**src/rtl/pp_pkg.sv**
```systemverilog
package pp_pkg;
   typedef enum logic [1:0] {
      PM_OUT   = 2'd0,
      PM_IN    = 2'd1,
      PM_BIDIR = 2'd2,
      PM_BIT   = 2'd3
   } pmode_t;

   localparam logic [2:0] ADR_DATA = 3'd0;
   localparam logic [2:0] ADR_CFG  = 3'd1;
   localparam logic [2:0] ADR_DIR  = 3'd2;
   localparam logic [2:0] ADR_MASK = 3'd3;
   localparam logic [2:0] ADR_VEC  = 3'd4;

   localparam int CFG_IE  = 7;
   localparam int CFG_AND = 6;
   localparam int CFG_HI  = 5;
endpackage

```
**src/rtl/pp_match.sv**
```systemverilog
module pp_match #(
   parameter int DW = 8
) (
   input  logic          en,
   input  logic [DW-1:0] pins,
   input  logic [DW-1:0] dir_in,
   input  logic [DW-1:0] mask,
   input  logic          and_sel,
   input  logic          act_hi,
   output logic          hit
);
   logic [DW-1:0] lvl, watched;
   logic          any_on, all_on;

   always_comb begin
      lvl     = act_hi ? pins : ~pins;
      watched = mask & dir_in;
      any_on  = |(lvl & watched);
      all_on  = (watched != '0) && ((lvl & watched) == watched);
      hit     = en & (and_sel ? all_on : any_on);
   end
endmodule

```
**src/rtl/pp_port.sv**
```systemverilog
module pp_port
   import pp_pkg::*;
#(
   parameter int DW        = 8,
   parameter bit HAS_BIDIR = 1'b0
) (
   input  logic          clk,
   input  logic          rst_n,
   input  logic          wr_data,
   input  logic          rd_data,
   input  logic          wr_cfg,
   input  logic          wr_dir,
   input  logic          wr_mask,
   input  logic          wr_vec,
   input  logic [7:0]    wdata,
   input  logic [DW-1:0] pin_in,
   input  logic          stb_n,
   input  logic          alt_stb_n,
   input  logic          lent,
   input  logic          ack,
   output logic [DW-1:0] pin_out,
   output logic [DW-1:0] pin_oe,
   output logic [DW-1:0] data_rd,
   output logic [DW-1:0] dir_q,
   output logic [DW-1:0] mask_q,
   output logic [7:0]    cfg_rd,
   output logic [7:0]    vec_q,
   output logic          rdy,
   output logic          alt_rdy,
   output logic          pend,
   output pmode_t        mode
);
   logic [DW-1:0] out_q, in_q;
   logic          ie_q, and_q, hi_q;
   logic          stb_q, alt_q, cond, cond_q;
   logic          fall, alt_fall, hs_ev, alt_ev, ev;
   pmode_t        new_mode;

   assign fall     = stb_q & ~stb_n & ~lent;
   assign alt_fall = alt_q & ~alt_stb_n;
   assign hs_ev    = fall & rdy & (mode != PM_BIT);
   assign alt_ev   = alt_fall & alt_rdy & (mode == PM_BIDIR);
   assign ev       = hs_ev | alt_ev | (cond & ~cond_q);
   assign new_mode = (!HAS_BIDIR && wdata[1:0] == PM_BIDIR) ? mode : pmode_t'(wdata[1:0]);

   pp_match #(.DW(DW)) u_match (
      .en(mode == PM_BIT), .pins(pin_in), .dir_in(dir_q), .mask(mask_q),
      .and_sel(and_q), .act_hi(hi_q), .hit(cond)
   );

   generate
      if (HAS_BIDIR) begin : g_alt
         always_ff @(posedge clk or negedge rst_n) begin
            if (!rst_n) begin
               alt_q   <= 1'b1;
               alt_rdy <= 1'b0;
            end else begin
               alt_q <= alt_stb_n;
               if (mode == PM_BIDIR) begin
                  if (alt_fall && alt_rdy) alt_rdy <= 1'b0;
                  if (rd_data)             alt_rdy <= 1'b1;
               end
               if (wr_cfg) alt_rdy <= (new_mode == PM_BIDIR);
            end
         end
      end else begin : g_noalt
         assign alt_q   = 1'b1;
         assign alt_rdy = 1'b0;
      end
   endgenerate

   always_ff @(posedge clk or negedge rst_n) begin
      if (!rst_n) begin
         mode   <= PM_IN;
         rdy    <= 1'b1;
         ie_q   <= 1'b0;
         and_q  <= 1'b0;
         hi_q   <= 1'b0;
         out_q  <= '0;
         in_q   <= '0;
         dir_q  <= '0;
         mask_q <= '0;
         vec_q  <= '0;
         stb_q  <= 1'b1;
         cond_q <= 1'b0;
         pend   <= 1'b0;
      end else begin
         stb_q  <= stb_n;
         cond_q <= cond;
         if (mode == PM_OUT || mode == PM_BIDIR) begin
            if (fall && rdy) rdy <= 1'b0;
            if (wr_data)     rdy <= 1'b1;
         end
         if (mode == PM_IN) begin
            if (fall && rdy) begin
               in_q <= pin_in;
               rdy  <= 1'b0;
            end
            if (rd_data) rdy <= 1'b1;
         end
         if (alt_ev)  in_q   <= pin_in;
         if (wr_data) out_q  <= wdata[DW-1:0];
         if (wr_dir)  dir_q  <= wdata[DW-1:0];
         if (wr_mask) mask_q <= wdata[DW-1:0];
         if (wr_vec)  vec_q  <= wdata;
         if (wr_cfg) begin
            ie_q  <= wdata[CFG_IE];
            and_q <= wdata[CFG_AND];
            hi_q  <= wdata[CFG_HI];
            mode  <= new_mode;
            rdy   <= (new_mode == PM_IN);
         end
         if (ack)        pend <= 1'b0;
         if (ev && ie_q) pend <= 1'b1;
      end
   end

   always_comb begin
      pin_out = out_q;
      unique case (mode)
         PM_OUT:   begin pin_oe = '1;           data_rd = out_q; end
         PM_IN:    begin pin_oe = '0;           data_rd = in_q;  end
         PM_BIDIR: begin pin_oe = {DW{~stb_n}}; data_rd = in_q;  end
         default:  begin pin_oe = ~dir_q; data_rd = (pin_in & dir_q) | (out_q & ~dir_q); end
      endcase
      cfg_rd = {ie_q, and_q, hi_q, 3'b000, mode};
   end
endmodule

```
**src/rtl/pp_arb.sv**
```systemverilog
module pp_arb (
   input  logic       pend_a,
   input  logic       pend_b,
   input  logic [7:0] vec_a,
   input  logic [7:0] vec_b,
   input  logic       iack,
   output logic       irq,
   output logic [7:0] vector,
   output logic       ack_a,
   output logic       ack_b
);
   always_comb begin
      irq    = pend_a | pend_b;
      ack_a  = iack & pend_a;
      ack_b  = iack & ~pend_a & pend_b;
      vector = pend_a ? vec_a : (pend_b ? vec_b : 8'h00);
   end
endmodule

```
**src/rtl/pp_dual.sv**
```systemverilog
module pp_dual
   import pp_pkg::*;
#(
   parameter int DW = 8
) (
   input  logic          clk,
   input  logic          rst_n,
   input  logic          sel_b,
   input  logic [2:0]    addr,
   input  logic          wr_en,
   input  logic          rd_en,
   input  logic [7:0]    wdata,
   output logic [7:0]    rdata,
   input  logic [DW-1:0] pa_in,
   output logic [DW-1:0] pa_out,
   output logic [DW-1:0] pa_oe,
   input  logic [DW-1:0] pb_in,
   output logic [DW-1:0] pb_out,
   output logic [DW-1:0] pb_oe,
   input  logic          stb_a_n,
   output logic          rdy_a,
   input  logic          stb_b_n,
   output logic          rdy_b,
   input  logic          iack,
   output logic          irq,
   output logic [7:0]    vector
);
   localparam int NP = 2;

   generate
      if (DW < 1 || DW > 8) begin : g_bad_dw
         $error("pp_dual: DW must be between 1 and 8");
      end
   endgenerate

   logic [DW-1:0] p_in [NP], p_out [NP], p_oe [NP], p_drd [NP], p_dir [NP], p_msk [NP];
   logic [7:0]    p_cfg [NP], p_vec [NP];
   logic          p_stb [NP], p_alt [NP], p_lent [NP], p_ack [NP];
   logic          p_rdy [NP], p_ardy [NP], p_pend [NP];
   pmode_t        p_mode [NP];
   logic          pend_a, pend_b;
   logic [1:0]    mode_a;
   logic [7:0]    rd_mux;

   assign p_in[0]  = pa_in;
   assign p_in[1]  = pb_in;
   assign p_stb[0] = stb_a_n;
   assign p_stb[1] = stb_b_n;
   assign p_alt[0] = stb_b_n;
   assign p_alt[1] = 1'b1;
   assign p_lent[0] = 1'b0;
   assign p_lent[1] = (p_mode[0] == PM_BIDIR);

   for (genvar i = 0; i < NP; i++) begin : g_port
      logic sel_i;
      assign sel_i = (sel_b == (i == 1));
      pp_port #(.DW(DW), .HAS_BIDIR(i == 0)) u_port (
         .clk(clk), .rst_n(rst_n),
         .wr_data(wr_en & sel_i & (addr == ADR_DATA)),
         .rd_data(rd_en & sel_i & (addr == ADR_DATA)),
         .wr_cfg (wr_en & sel_i & (addr == ADR_CFG)),
         .wr_dir (wr_en & sel_i & (addr == ADR_DIR)),
         .wr_mask(wr_en & sel_i & (addr == ADR_MASK)),
         .wr_vec (wr_en & sel_i & (addr == ADR_VEC)),
         .wdata(wdata), .pin_in(p_in[i]), .stb_n(p_stb[i]), .alt_stb_n(p_alt[i]),
         .lent(p_lent[i]), .ack(p_ack[i]),
         .pin_out(p_out[i]), .pin_oe(p_oe[i]), .data_rd(p_drd[i]),
         .dir_q(p_dir[i]), .mask_q(p_msk[i]), .cfg_rd(p_cfg[i]), .vec_q(p_vec[i]),
         .rdy(p_rdy[i]), .alt_rdy(p_ardy[i]), .pend(p_pend[i]), .mode(p_mode[i])
      );
   end

   pp_arb u_arb (
      .pend_a(p_pend[0]), .pend_b(p_pend[1]), .vec_a(p_vec[0]), .vec_b(p_vec[1]),
      .iack(iack), .irq(irq), .vector(vector), .ack_a(p_ack[0]), .ack_b(p_ack[1])
   );

   assign pend_a = p_pend[0];
   assign pend_b = p_pend[1];
   assign mode_a = p_mode[0];

   always_comb begin
      unique case (addr)
         ADR_DATA: rd_mux = 8'(p_drd[sel_b]);
         ADR_CFG:  rd_mux = p_cfg[sel_b];
         ADR_DIR:  rd_mux = 8'(p_dir[sel_b]);
         ADR_MASK: rd_mux = 8'(p_msk[sel_b]);
         ADR_VEC:  rd_mux = p_vec[sel_b];
         default:  rd_mux = 8'h00;
      endcase
   end

   assign rdata  = rd_mux;
   assign pa_out = p_out[0];
   assign pa_oe  = p_oe[0];
   assign pb_out = p_out[1];
   assign pb_oe  = p_oe[1];
   assign rdy_a  = p_rdy[0];
   assign rdy_b  = p_lent[1] ? p_ardy[0] : (p_rdy[1] | p_ardy[1]);
endmodule

```
**config.mk**
```make
export PLATFORM = sky130hd
export DESIGN_NAME = pp_dual
export DESIGN_NICKNAME = d
export VERILOG_FILES = /design/src/rtl/pp_pkg.sv /design/src/rtl/pp_match.sv /design/src/rtl/pp_port.sv /design/src/rtl/pp_arb.sv /design/src/rtl/pp_dual.sv
export SDC_FILE = /design/constraint.sdc
export NUM_CORES = 1
export LEC_CHECK = 0
export BUFFER_PORTS_ARGS = -buffer_cell sky130_fd_sc_hd__buf_2
export CORE_MARGIN = 4
export CORE_UTILIZATION = 52
export CTS_CLUSTER_DIAMETER = 80
export DETAILED_ROUTE_END_ITERATION = 8
export PLACE_DENSITY = 0.76
export SYNTH_ARGS = -nofsm -noshare
export SYNTH_HDL_FRONTEND = slang
export SYNTH_SLANG_ARGS = --single-unit
```
**constraint.sdc**
```tcl
create_clock -name clk -period 1.9 [get_ports clk]
set_input_delay 0.285 -clock clk [delete_from_list [all_inputs] [get_ports clk]]
set_output_delay 0.285 -clock clk [all_outputs]
set_load 0.01 [all_outputs]
```
==> flow_summary.yaml, run 1 <==
yosys:
  seq_area_frac_synth_pct: 43.4
  yosys.cell_types.count: 61
  synth_top_cell_by_area: "dfrtp_1"
  synth-async-reset-ratio_pct: 100
  netlist_area_um2: 5730
  avgSynthCellArea_um2: 10.8
  yosysWarnings: 0
  synthCells: 531
  syn_nets: 574
  synth_edf_count: 0
  synthTopCellsByArea: "dfrtp_1 (41%), mux2_1 (12%), mux2i_1 (4.4%)"
  synth_top_flop_cell: "dfrtp_1"
  synth-seq-cells: 99
  synth_top_cell_area_share_pct: 40.6
hold_path:
  worstHoldPathType: "primary input to flip-flop"
  min-delay-start: "stb_a_n"
detailed_routing:
  vias: 5142
  drt_iter0_drc: 454
  ant_nets: 0
  dr.pass1.iters: 5
  drc: 0
  routedWlPerCell_um: 21.5
  wl_mm: 18.0
  vias_per_cell: 6.15
die:
  die_h_um: 113
  start_util_pct: 53.1
  row_count: 38
  io_pins: 86
  fp.dieW_um: 113
  die_area_um2: 12800
  core_um2: 10800
sta:
  fmax_mhz: 395
  maxSlewViolCount: 0
  tns_ps: -10900
  rsz0062_at_grt: "yes"
  worst_pin_slew_ps: 519
  hold_viol: 0
  setup_violations: 41
  skew_ps: 7.26
  holdWs_ps: 41.5
  fin_ws_ps: -634
  fin_crit_sh_pct: 133
  layout_min_cycle_time_ps: 2530
  relSlewSlack_pct: 65.4
clocking:
  clock_sinks: 99
  cts_buffer_depth: 2
  cts_htree_levels: 3
  cts_made_buffers: 9
  cts_tree: "yes"
  path_clk_slew_ps: 90
  root_buffer: "clkbuf_8"
  clk_latency_ps: 370
global_route:
  grt_first_pass_wirelength_mm: 28.4
  use_met3_pct: 4.12
  antenna_found_initial: 0
  grt_use_met1_pct: 39.6
  overflow: 0
  grt_max_degree: 37
  grtUsageTotal_pct: 28.8
  busiest_layer: "met2"
  first_global_vias: 5279
  met2_usage_pct: 47.3
pwr:
  p_seq_share_pct: 39.5
  p_sw_share_pct: 37.4
  clock_power_share_pct: 15.6
  p_switching_uw: 3070
  p_comb_share_pct: 44.9
  p_int_uw: 5140
  p_leak_uw: 0.00349
  ir_drop_mv: 0.558
  power_density_nw_per_um2: 1090
worst_setup_path:
  cp.arrival_ps: 2250
  r2r_start: "g_port[0].u_port.mode[0]$_DFFE_PN1P_"
  critPathLaunch: "g_port[0].u_port.mode[0]$_DFFE_PN1P_"
  worstPathRequired_ps: 1620
  cp-end-kind: "output pin"
  cp_max_fo: 8
  crit_type: "flip-flop to output pin"
  start_kind: "flip-flop"
layout:
  multi_input_area_um2: 3440
  seq_area_um2: 2490
  finalInstanceArea_um2: 7550
  layout.nets: 735
  drive_gt1_share_pct: 42.5
  synthToLayoutAreaGrowth_pct: 31.9
  antennaDiodeCount: 0
  nFillCells: 836
run:
  cap_violations: 0
status:
  status: "finished with violations"
  violations: "negative setup slack"
place:
  dpl.hpwl_mm: 13.8
  placed_cell_area_um2: 7060
  port_buffers: 85
  gp_congestion: 0.973
worst paths after layout:
check	cells after the start	endpoint	slack, ps
worst max-delay path	8	rdata[6]	-630
worst min-delay path	1	g_port[0].u_port.stb_q$_DFF_PN1_	40
worst max register to register	7	g_port[1].u_port.in_q[4]$_DFFE_PN0P_	-130
worst min register to register	1	g_port[0].u_port.pend$_DFFE_PN0P_	460
max in group asynchronous	3	g_port[0].u_port.hi_q$_DFFE_PN0P_	890
min in group asynchronous	2	g_port[0].u_port.dir_q[1]$_DFFE_PN0P_	420
power groups by stage:
| stage | Combinational [µW] | Sequential, µW | Clock, µW |
|---|---|---|---|
| 5_1_grt | 3980 | 3310 | 1390 |
| 3_3_place_gp | 3260 | 3220 | 0 |
| 6_report | 3690 | 3240 | 1280 |
| 4_1_cts | 3530 | 3230 | 1310 |
| 3_5_place_dp | 3350 | 3260 | 0 |
| 2_1_floorplan | 1950 | 3160 | 0 |
what timing repair did:
action                     CTS  global route
setup endpoints to repair   41            44
hold endpoints to repair    27             0
hold buffers                 1             0
cloned                       0             0
pin swaps                   10            12
setup buffers                4             2
gates resized for setup     37            30
cell usage in the layout (no fill, tap or decap), types with 8 or more instances in the layout:
master	synthesis	layout
dfrtp_1	93	92
buf_2	11	84
buf_4	5	79
mux2_1	63	55
nand2_1	49	47
mux2i_1	25	25
a21oi_1	21	19
mux2_2	19	19
nor2_1	19	18
nand3_1	18	18
o21ai_2	0	16
o21ai_1	13	15
a221oi_2	0	13
clkbuf_8	0	12
o21ai_0	29	11
xor2_1	10	10
buf_6	0	9
mux2_4	0	8
registers in the layout, summed over array words and instances, names as in the netlist, 4 cells and up:
| name | cells |
|---|---|
| g_port.u_port.in_q | 16 |
| g_port.u_port.mask_q | 16 |
| g_port.u_port.vec_q | 16 |
| g_port.u_port.mode | 4 |
| g_port.u_port.pin_out | 16 |
| g_port.u_port.dir_q | 16 |
routing by layer:
layer | share of wire, % | vias up
li1 | - | 2320
met3 | 4.8 | 34
met4 | 2.4 | 0
met1 | 43 | 2617
met5 | 0 | -
met2 | 49 | 171
cells by family (layout without fill, tap and decap cells):
group | after synthesis | after routing | share of synthesized area (%)
flip-flops | 99 | 99 | 43.4
AND/OR/NAND/NOR | 126 | 126 | 11.4
multiplexers | 112 | 112 | 22.5
XOR/XNOR | 16 | 16 | 2.45
adder cells (fa/ha/maj) | 8 | 8 | 1.75
buffers and inverters | 38 | 203 | 3.06
AO/OA/AOI/OAI | 132 | 132 | 15.5
final cells by class:
class | instances | area share [%]
flip-flops and latches | 99 | 32.9
multi-input cells | 394 | 45.5
inverters | 9 | 0.447
well taps | 140 | 2.32
clock buffers | 13 | 2.24
repair buffers | 179 | 16.5
clock inverters | 2 | 0.132
cells in the mapped netlist, drive strengths merged, types with 2 or more instances:
library cell,instances
dfrtp,93
mux2,82
nand2,50
o21ai,42
mux2i,25
a21oi,21
nor2,20
nand3,19
a221oi,18
buf,16
clkbuf,13
xor2,10
inv,9
ha,8
nor2b,8
a211oi,7
a22o,7
a22oi,7
nand4,7
dfstp,6
xnor2,6
a31oi,5
mux4,5
o22ai,5
nand2b,4
o22a,4
a2111oi,3
nor3,3
or2,3
and2b,2
nor4,2
o2111ai,2
o31ai,2
metrics by stage:
stage / worst slack, ps / power, µW / std cells / util, %
after global routing: -702 / 8680 / 836 / 70.0
after CTS: -636 / 8060 / 836 / 68.6
after detailed placement: -290 / 6610 / 817 / 65.4
after floorplan: -45.4 / 5110 / 531 / -
after global placement: -238 / 6480 / 817 / 65.4
final: -634 / 8210 / 836 / 70.0
worst max-delay path: stages (launching register included):
cell	delay, ps
dfstp_2	560
inv_2	50
ha_4	260
a221oi_2	210
a21oi_1	70
nor2_1	160
a21oi_2	80
a221o_1	330
buf_2	150
Note: power is estimated with default switching activity, not from simulation.
==> run 2: changes to the inputs <==
==> constraint.sdc (replaced) <==
create_clock -name clk -period 1.9 [get_ports clk]
set_input_delay 0 -clock clk [delete_from_list [all_inputs] [get_ports clk]]
set_output_delay 0 -clock clk [all_outputs]
set_load 0.01 [all_outputs]
==> run 2 against run 1 <==
The flow still finishes with violations (negative setup slack). Final cell count down 1.1%. Critical path depth up 1. Setup slack better by 290 ps. Critical path type unchanged. Non-clock buffer count down 10. Die area unchanged. Largest power group unchanged. Routed wire length up 0.58%. Sequential power up 4%. Sequential share of layout area about the same. Combinational power down 4%.
==> flow_summary.yaml, run 2 (synthesis gave the netlist of run 1 again) <==
worst_setup_path:
  cp_max_fo: 7
  reg2reg_setup_slack_ps: -200
  cp_top_family: "compound AO/OA/AOI/OAI gates"
  crit_slowest_cell: "dfstp_2"
  crit_type: "flip-flop to output pin"
  cp.arrival_ps: 2240
  cp-end-kind: "output pin"
  worst-path-buf-inv: 3
  path_cells: "inv_2 -> ha_4 -> buf_6 -> a221oi_2 -> a211oi_2 -> a21oi_1 -> o22a_1 -> o21ai_1 -> buf_2"
  critPathMaxStageDelay_ps: 550
  start_kind: "flip-flop"
  worstPathRequired_ps: 1900
die:
  die_h_um: 113
  start_util_pct: 53.1
  io_pins: 86
  row_count: 38
  core_um2: 10800
  die_area_um2: 12800
  fp.dieW_um: 113
sta:
  setup_violations: 40
  layout_min_cycle_time_ps: 2240
  holdWs_ps: 65.6
  hold_viol: 0
  maxSlewViolCount: 0
  fin_crit_sh_pct: 118
  worst_pin_slew_ps: 542
  fmax_mhz: 447
  relSlewSlack_pct: 63.9
  fin_ws_ps: -340
  rsz0062_at_grt: "yes"
  skew_ps: 15.6
detailed_routing:
  routedWlPerCell_um: 21.9
  vias_per_cell: 6.22
  dr.pass1.iters: 5
  ant_nets: 0
  drt_iter0_drc: 482
  wl_mm: 18.1
  drc: 0
  vias: 5143
pwr:
  p_sw_share_pct: 38.7
  ir_drop_mv: 0.772
  p_leak_uw: 0.00341
  p_switching_uw: 3250
  clock_power_share_pct: 17.4
  p_comb_share_pct: 42.4
  power_density_nw_per_um2: 1110
  p_seq_share_pct: 40.2
  p_int_uw: 5130
status:
  violations: "negative setup slack"
  status: "finished with violations"
layout:
  final_cell_mix: "dfrtp_1 (91), buf_2 (84), mux2_1 (55), nand2_1 (47), buf_4 (44)"
  final_common_cell: "dfrtp_1"
  synthToLayoutAreaGrowth_pct: 31.9
  antennaDiodeCount: 0
  final_cells: 827
  fin_util_pct: 70.0
  multi_input_area_um2: 3440
  drive_gt1_share_pct: 38.4
  layout.nets: 725
  seq_area_um2: 2490
  nFillCells: 772
clocking:
  root_buffer: "clkbuf_8"
  path_clk_slew_ps: 100
  cts_made_buffers: 9
  cts_tree: "yes"
  cts_htree_levels: 3
  clock_sinks: 99
  clk_latency_ps: 400
  cts_buffer_depth: 2
hold_path:
  worstHoldPathType: "primary input to flip-flop"
global_route:
  overflow: 0
  grtUsageTotal_pct: 28.6
  first_global_vias: 5412
  antenna_found_initial: 0
  grt_first_pass_wirelength_mm: 28.5
  grt_max_degree: 100
place:
  gp_congestion: 1.02
  port_buffers: 85
  dp_cells: 773
  dpl.hpwl_mm: 12.7
run:
  cap_violations: 0
[run 2: changes by cell type in the layout (fill, tap and decap cells not counted), sizes merged]
cell	change
buf	-37
dlygate4sd3	+27
clkbuf	-4
inv	+3
clkinvlp	+2
bufinv	+1
clkinv	-1
[run 2: layer usage]
| metal | part of all wire (%) | global-route usage, % |
|---|---|---|
| met5 | 0 | 0 |
| met4 | 2.6 | 11.5 |
| met3 | 7.7 | 5.94 |
| met2 | 50 | 47.1 |
| met1 | 40 | 37.1 |
[run 2: path summary, 6_finish.rpt]
path                                                       from                                     to  cells after the start
min reg2reg                   g_port[0].u_port.cond_q$_DFF_PN0_      g_port[0].u_port.pend$_DFFE_PN0P_                      1
max reg2reg                g_port[0].u_port.mode[0]$_DFFE_PN1P_   g_port[1].u_port.in_q[1]$_DFFE_PN0P_                      8
min in group asynchronous                                 rst_n  g_port[0].u_port.dir_q[1]$_DFFE_PN0P_                      3
min                                                       sel_b         g_port[1].u_port.rdy$_DFF_PN1_                      3
max in group asynchronous                                 rst_n      g_port[1].u_port.hi_q$_DFFE_PN0P_                      3
max                        g_port[0].u_port.mode[0]$_DFFE_PN1P_                               rdata[1]                      9
[run 2: stage by stage]
step                      area [µm²]  worst slack [ps]  TNS, ps  power (µW)
after detailed placement        6570              -165    -2010        6160
after global routing            7550              -442   -10400        8820
final                           7550              -340    -7280        8380
after global placement          6570              -115    -1420        6060
after floorplan                 5730              35.5        0        4890
after CTS                       7400              -310    -5980        8110
[run 2: layout make-up]
class | count | share of cell area (%)
Multi-Input combinational cell | 394 | 45.5
Sequential cell | 99 | 32.9
Timing Repair Buffer | 169 | 16.0
Tap cell | 140 | 2.32
Inverter | 9 | 0.497
Clock inverter | 7 | 1.09
Clock buffer | 9 | 1.64
[run 2: worst min-delay path: cells and delay by family]
kind                   cells  cell delay [ps]
AOI/OAI and AO/OA          1               80
buffers and inverters      1              240
and+or+nand+nor            1              130
[run 2: timing repair]
action                                  4_1_cts  5_1_grt
setup buffers                                 6        4
endpoints found under the setup margin       33       46
cloned                                        0        0
hold buffers                                 28        0
resized for setup                            76       29
hold endpoints to repair                    140        0
pin swaps                                    35        7
[run 2: power by group through the flow]
stage / combinational [µW] / sequential, µW / clock (µW)
6_report: 3550 / 3370 / 1460
5_1_grt: 3830 / 3430 / 1570
4_1_cts: 3320 / 3320 / 1470
3_5_place_dp: 2850 / 3310 / 0
3_3_place_gp: 2770 / 3280 / 0
2_1_floorplan: 1770 / 3130 / 0
